[src/rtl/dl_frame_timer.sv]
module dl_frame_timer #(
  parameter int FRAME_CHIPS = 38400,
  parameter int SLOT_CHIPS  = 2560,
  parameter int OFS_UNIT    = 256,
  parameter int PICH_LEAD   = 7680,
  parameter int SUB_SLOTS   = 3,
  parameter int FN_W        = 12,
  parameter int OFS_W       = 8,
  parameter int NUM_DCH     = 2
) (
  input  logic                     clk,
  input  logic                     rst_n,
  input  logic                     chip_en,
  input  logic                     load,
  input  logic [FN_W-1:0]          load_fn,
  input  logic [15:0]              load_chip,
  input  logic [OFS_W-1:0]         sc_ofs,
  input  logic [NUM_DCH*OFS_W-1:0] dch_ofs,
  input  logic                     pich_on_hs,
  output logic [15:0]              chip_phase,
  output logic [FN_W-1:0]          frame_num,
  output logic [3:0]               as_idx,
  output logic                     frame_start,
  output logic                     slot_start,
  output logic                     sub_start,
  output logic                     as_start,
  output logic                     sc_start,
  output logic [NUM_DCH-1:0]       dch_start,
  output logic                     pich_start
);
  localparam int CNT_W      = 16;
  localparam int SLOTS      = FRAME_CHIPS / SLOT_CHIPS;
  localparam int SLOT_W     = $clog2(SLOTS);
  localparam int PH_W       = $clog2(SLOT_CHIPS);
  localparam int OFS_STEPS  = FRAME_CHIPS / OFS_UNIT;
  localparam int LEAD_STEPS = PICH_LEAD / OFS_UNIT;
  localparam logic [CNT_W-1:0] LAST_CHIP = CNT_W'(FRAME_CHIPS - 1);

  function automatic logic [OFS_W-1:0] reduce(input logic [OFS_W-1:0] v);
    return OFS_W'(32'(v) % OFS_STEPS);
  endfunction

  function automatic logic [CNT_W-1:0] to_chip(input logic [OFS_W-1:0] s);
    return CNT_W'(32'(s) * OFS_UNIT);
  endfunction

  logic [CNT_W-1:0]  cnt;
  logic [PH_W-1:0]   ph;
  logic [SLOT_W-1:0] slot;
  logic [FN_W-1:0]   fn;
  logic [OFS_W-1:0]  sc_act;
  logic [OFS_W-1:0]  dch_act [NUM_DCH];
  logic              hs_act;

  wire adv      = chip_en && !load;
  wire wrap     = cnt == LAST_CHIP;
  wire ph_last  = ph == PH_W'(SLOT_CHIPS - 1);
  wire slot_last = slot == SLOT_W'(SLOTS - 1);

  wire [CNT_W-1:0]  nxt_cnt  = wrap ? '0 : cnt + 1'b1;
  wire [PH_W-1:0]   nxt_ph   = ph_last ? '0 : ph + 1'b1;
  wire [SLOT_W-1:0] nxt_slot = ph_last ? (slot_last ? '0 : slot + 1'b1) : slot;
  wire [FN_W-1:0]   nxt_fn   = fn + FN_W'(wrap);

  wire [OFS_W-1:0] sc_sel = wrap ? reduce(sc_ofs) : sc_act;
  wire             hs_sel = wrap ? pich_on_hs : hs_act;
  wire [OFS_W-1:0] pich_steps = (32'(sc_sel) >= LEAD_STEPS)
                                ? OFS_W'(32'(sc_sel) - LEAD_STEPS)
                                : OFS_W'(32'(sc_sel) + OFS_STEPS - LEAD_STEPS);
  wire [CNT_W-1:0] pich_pos = hs_sel ? '0 : to_chip(pich_steps);

  logic [OFS_W-1:0] dch_sel [NUM_DCH];
  always_comb
    for (int i = 0; i < NUM_DCH; i++)
      dch_sel[i] = wrap ? reduce(dch_ofs[i*OFS_W +: OFS_W]) : dch_act[i];

  wire [CNT_W-1:0] ld_chip = (load_chip > LAST_CHIP) ? LAST_CHIP : load_chip;
  logic [SLOT_W-1:0] ld_slot;
  logic [CNT_W-1:0]  ld_base;
  always_comb begin
    ld_slot = '0;
    ld_base = '0;
    for (int i = 1; i < SLOTS; i++)
      if (ld_chip >= CNT_W'(i * SLOT_CHIPS)) begin
        ld_slot = SLOT_W'(i);
        ld_base = CNT_W'(i * SLOT_CHIPS);
      end
  end

  wire slot_hit = adv && (nxt_ph == '0);

  always_ff @(posedge clk or negedge rst_n) begin
    if (!rst_n) begin
      cnt <= '0;
      ph <= '0;
      slot <= '0;
      fn <= '0;
      sc_act <= '0;
      hs_act <= 1'b0;
      for (int i = 0; i < NUM_DCH; i++) dch_act[i] <= '0;
    end else if (load) begin
      cnt <= ld_chip;
      ph <= PH_W'(ld_chip - ld_base);
      slot <= ld_slot;
      fn <= load_fn;
    end else if (chip_en) begin
      cnt <= nxt_cnt;
      ph <= nxt_ph;
      slot <= nxt_slot;
      fn <= nxt_fn;
      if (wrap) begin
        sc_act <= sc_sel;
        hs_act <= hs_sel;
        for (int i = 0; i < NUM_DCH; i++) dch_act[i] <= dch_sel[i];
      end
    end
  end

  always_ff @(posedge clk or negedge rst_n) begin
    if (!rst_n) begin
      frame_start <= 1'b0;
      slot_start <= 1'b0;
      sub_start <= 1'b0;
      as_start <= 1'b0;
      sc_start <= 1'b0;
      pich_start <= 1'b0;
      dch_start <= '0;
    end else begin
      frame_start <= adv && wrap;
      slot_start <= slot_hit;
      sub_start <= slot_hit && ((32'(nxt_slot) % SUB_SLOTS) == 0);
      as_start <= slot_hit && (nxt_slot[0] == nxt_fn[0]);
      sc_start <= adv && (nxt_cnt == to_chip(sc_sel));
      pich_start <= adv && (nxt_cnt == pich_pos);
      for (int i = 0; i < NUM_DCH; i++)
        dch_start[i] <= adv && (nxt_cnt == to_chip(dch_sel[i]));
    end
  end

  assign chip_phase = cnt;
  assign frame_num = fn;
  assign as_idx = 4'((32'(slot) + (fn[0] ? SLOTS : 0)) >> 1);
endmodule

[config.mk]
export PLATFORM = sky130hd
export DESIGN_NAME = dl_frame_timer
export DESIGN_NICKNAME = d
export VERILOG_FILES = /design/src/rtl/dl_frame_timer.sv
export SDC_FILE = /design/constraint.sdc
export NUM_CORES = 1
export LEC_CHECK = 0
export ABC_CLOCK_PERIOD_IN_PS = 4500
export BUFFER_PORTS_ARGS = -buffer_cell sky130_fd_sc_hd__buf_2
export CORE_AREA = 8 8 136 138
export DETAILED_ROUTE_END_ITERATION = 7
export DIE_AREA = 0 0 144 146
export GPL_TIMING_DRIVEN = 0
export SLEW_MARGIN = 20
export SYNTH_ARGS = -nofsm -noshare
export SYNTH_HDL_FRONTEND = slang
export SYNTH_SLANG_ARGS = --single-unit
[constraint.sdc]
create_clock -name clk -period 4.5 [get_ports clk]
set_input_delay 0.675 -clock clk [delete_from_list [all_inputs] [get_ports clk]]
set_output_delay 0.675 -clock clk [all_outputs]
set_load 0.005 [all_outputs]
==> metrics.txt <==
Worst EP required=4.73 ns; row cnt=47; sequential area share after synthesis=29.4%; Clock Latency Late Sink=0.35 ns; Setup TNS=0 ns; # diodes=0; worst rel slew slack=37.3%; M1 WL=9.34 mm; WL met3=942 µm; VDD IR max=0.194 mV; fill count=1,677; min Tclk post-route=4.13 ns; clk sink count=77; Longest Clk Path Bufs=2; CP Max Fanout=8; die area=21,000 µm²; vias post-DR=6,372; Num CTS Buffers=9; share of cells above drive strength 1=17.4%; Placer Congestion=0.912; overall routed net length=19.6 mm; CTS hold repair buffers=0; Placeable Area=16,300 µm²; slowest cell on the critical path=nor4_4; Max Cap Violations=0; Total GRT Usage=18.9%; Post-route DRC=0; CTS tree=done; overall power=0.00242 W; Reg clk slew, reported paths=0.06 ns; Async SR Flop Fraction=100%; Hold Crit Class=in2async; H-tree levels=3; # setup viols final=0; Top Ports=97; die height=146 µm; power density over cell area=315 nW/µm²; period utilization=91.7%; port bufs=93; Net Count, Synth=910; DR top layer=met4; Cell Chain, Critical Path=ha_2 > nand3_2 > nor4_4 > nand3_1 > nand2_1 > ha_1 > inv_1 > a21oi_2 > and2b_2 > nor2b_4 > xnor2_2 > ha_1 > nor3_1 > o2111a_1 > a211oi_2 > mux2i_1 > a2111oi_2; Setup crit start kind=register; post-DR vias/cell=5.47; Area Growth Syn to Fin=17.5%; Netlist Area Pre-Place=6560 µm²; global-route wire length before repair=32.0 mm; unrepaired setup endpoints after global routing=false; commonest non-fill, non-tap cell in the layout=nand2_1; Iter 0 DRT Violations=389; vias in the first global route=6,168; Final nets=1,016; Synth cell types=88; Top cell by count, worst path=ha_1; routed wl met2=8.99 mm; Slew Limit Fails=0; Worst-Margin Slew=0.940 ns; largest net degree at the start of global routing=46; main flop type after synthesis=dfrtp_1; commonest cells after routing, fill and taps aside=125 x nand2_1, 101 x buf_2, 81 x o21ai_0, 77 x dfrtp_1, 67 x nor2_1; HPWL after DPL=14.9 mm; Syn Inst Count=833; CP max stage delay=0.58 ns; CP endpoint kind=register; Die Width=144 µm; count of state elements after synthesis=77; leakage power=3.36 nW; Setup Skew=0.0111 ns; grt ovf=0; status=completed; initial antenna violation count=0; WL per Instance=16.8 µm; starting density of the core=40.3%; Ys Warns=0; TritonRoute pass-1 iters=5; antenna viol nets, final=0; critical path class=reg2reg; Fmax=0.242 GHz; Fin. Hold Viols=0; Util after Layout=47.3%; Avg Cell Area, Syn=7.88 µm²; CTS Root Cell=clkbuf_16; crit path DAT=4.36 ns; number of synthesized flops with an enable pin=0
==> critical path: cells and delay by family, from the launching register on <==
family / cells / cell delay (ns)
xor+xnor: 1 / 0.19
buf+inv: 1 / 0.09
flops: 1 / 0.41
simple gates: 7 / 1.52
compound gates: 4 / 0.93
mux: 1 / 0.14
fa+ha+maj: 3 / 0.71
==> layout make-up <==
cell class,instances,area (µm²),share of cell area [%]
buffer,51,226,2.94
sequential,77,1930,25.0
tap,220,275,3.57
clock buffer,10,239,3.10
timing repair buffer,95,503,6.52
inverter,24,90.1,1.17
clock inverter,6,110,1.43
multi-input combinational,681,4340,56.3
==> sequential cells by signal, summed over array words and instances (netlist names), 2 cells and up <==
name and flops:
sc_act 8, slot 4, dch_act 16, chip_phase 16, frame_num 12, dch_start 2
ph 12
==> synthesized netlist by cell type (all sizes together), types with 3 or more instances <==
cell / number / area, µm²
nand3b: 7 / 65.1
nor3: 16 / 80.1
nand2: 126 / 475
nor2b: 10 / 70.1
nor4: 8 / 92.6
o32a: 3 / 31.3
a211oi: 9 / 72.6
or4: 4 / 30.0
inv: 22 / 82.6
nand4: 20 / 131
buf: 16 / 93.8
o211ai: 3 / 22.5
and3: 18 / 116
ha: 18 / 225
and2: 6 / 37.5
mux2i: 19 / 190
o21ai: 82 / 410
a21oi: 55 / 290
dfrtp: 77 / 1930
o2111ai: 3 / 32.5
nand3: 31 / 165
nor4b: 3 / 38.8
nor3b: 3 / 22.5
a31oi: 10 / 62.6
clkbuf: 35 / 133
xor2: 35 / 307
a21o: 5 / 37.5
or3: 7 / 48.8
a31o: 3 / 26.3
nor2: 67 / 251
nand2b: 9 / 56.3
xnor2: 43 / 384
o21a: 4 / 30.0
nand4b: 3 / 26.3
o31ai: 8 / 65.1
o21bai: 3 / 22.5
==> path summary, 6_finish.rpt <==
kind	from	endpoint	slack, ns	cells past startpoint
worst max-delay path	ph[0]$_DFFE_PN0P_	sub_start$_DFF_PN0_	0.37	17
worst min-delay path	rst_n	sc_act[1]$_DFFE_PN0P_	0.28	1
worst max register to register	ph[0]$_DFFE_PN0P_	sub_start$_DFF_PN0_	0.37	17
worst min register to register	dch_act[8]$_DFFE_PN0P_	dch_act[8]$_DFFE_PN0P_	0.48	2
max in group asynchronous	rst_n	chip_phase[3]$_DFFE_PN0P_	3.63	2
min in group clk	dch_act[8]$_DFFE_PN0P_	dch_act[8]$_DFFE_PN0P_	0.48	2
==> kinds of logic (layout without fill, tap and decap cells) <==
| family | after synthesis | count (layout) | synth area share, % |
|---|---|---|---|
| buf+inv | 75 | 186 | 4.82 |
| xor+xnor | 78 | 78 | 10.5 |
| flops | 77 | 77 | 29.4 |
| mux | 21 | 21 | 3.24 |
| fa+ha+maj | 20 | 20 | 4.04 |
| simple gates | 343 | 343 | 26.7 |
| compound gates | 219 | 219 | 21.3 |
==> power breakdown <==
part,switching [W],internal (W),leakage [nW]
Clock,0.000307,0.000556,0.165
Combinational,0.000441,0.000317,2.23
Sequential,0.0000586,0.000744,0.962
Total,0.000807,0.00162,3.36
==> repair_timing <==
item                                    4_1_cts  5_1_grt
gates resized for setup                       0        3
endpoints found under the setup margin        0        1
hold endpoints to repair                      0        0
setup buffers                                 0        1
==> metal layers <==
layer	track usage, %	vias to the layer above
met5	0	-
met4	6.89	0
met3	2.49	17
met2	29.6	155
met1	26.0	3009
li1	-	3191
==> through the flow <==
| step | hold WS [ns] | cell area, µm² | worst slack, ns | cells |
|---|---|---|---|---|
| 6_report | 0.284 | 7710 | 0.372 | 1164 |
| 2_1_floorplan | 0.379 | 6560 | 0.676 | 833 |
| 4_1_cts | 0.295 | 7680 | 0.153 | 1163 |
| 3_5_place_dp | 0.465 | 7330 | 0.174 | 1147 |
| 3_3_place_gp | 0.457 | 7300 | 0.204 | 1146 |
| 5_1_grt | 0.313 | 7710 | 0.0502 | 1164 |
(Power assumes the default switching activity.)
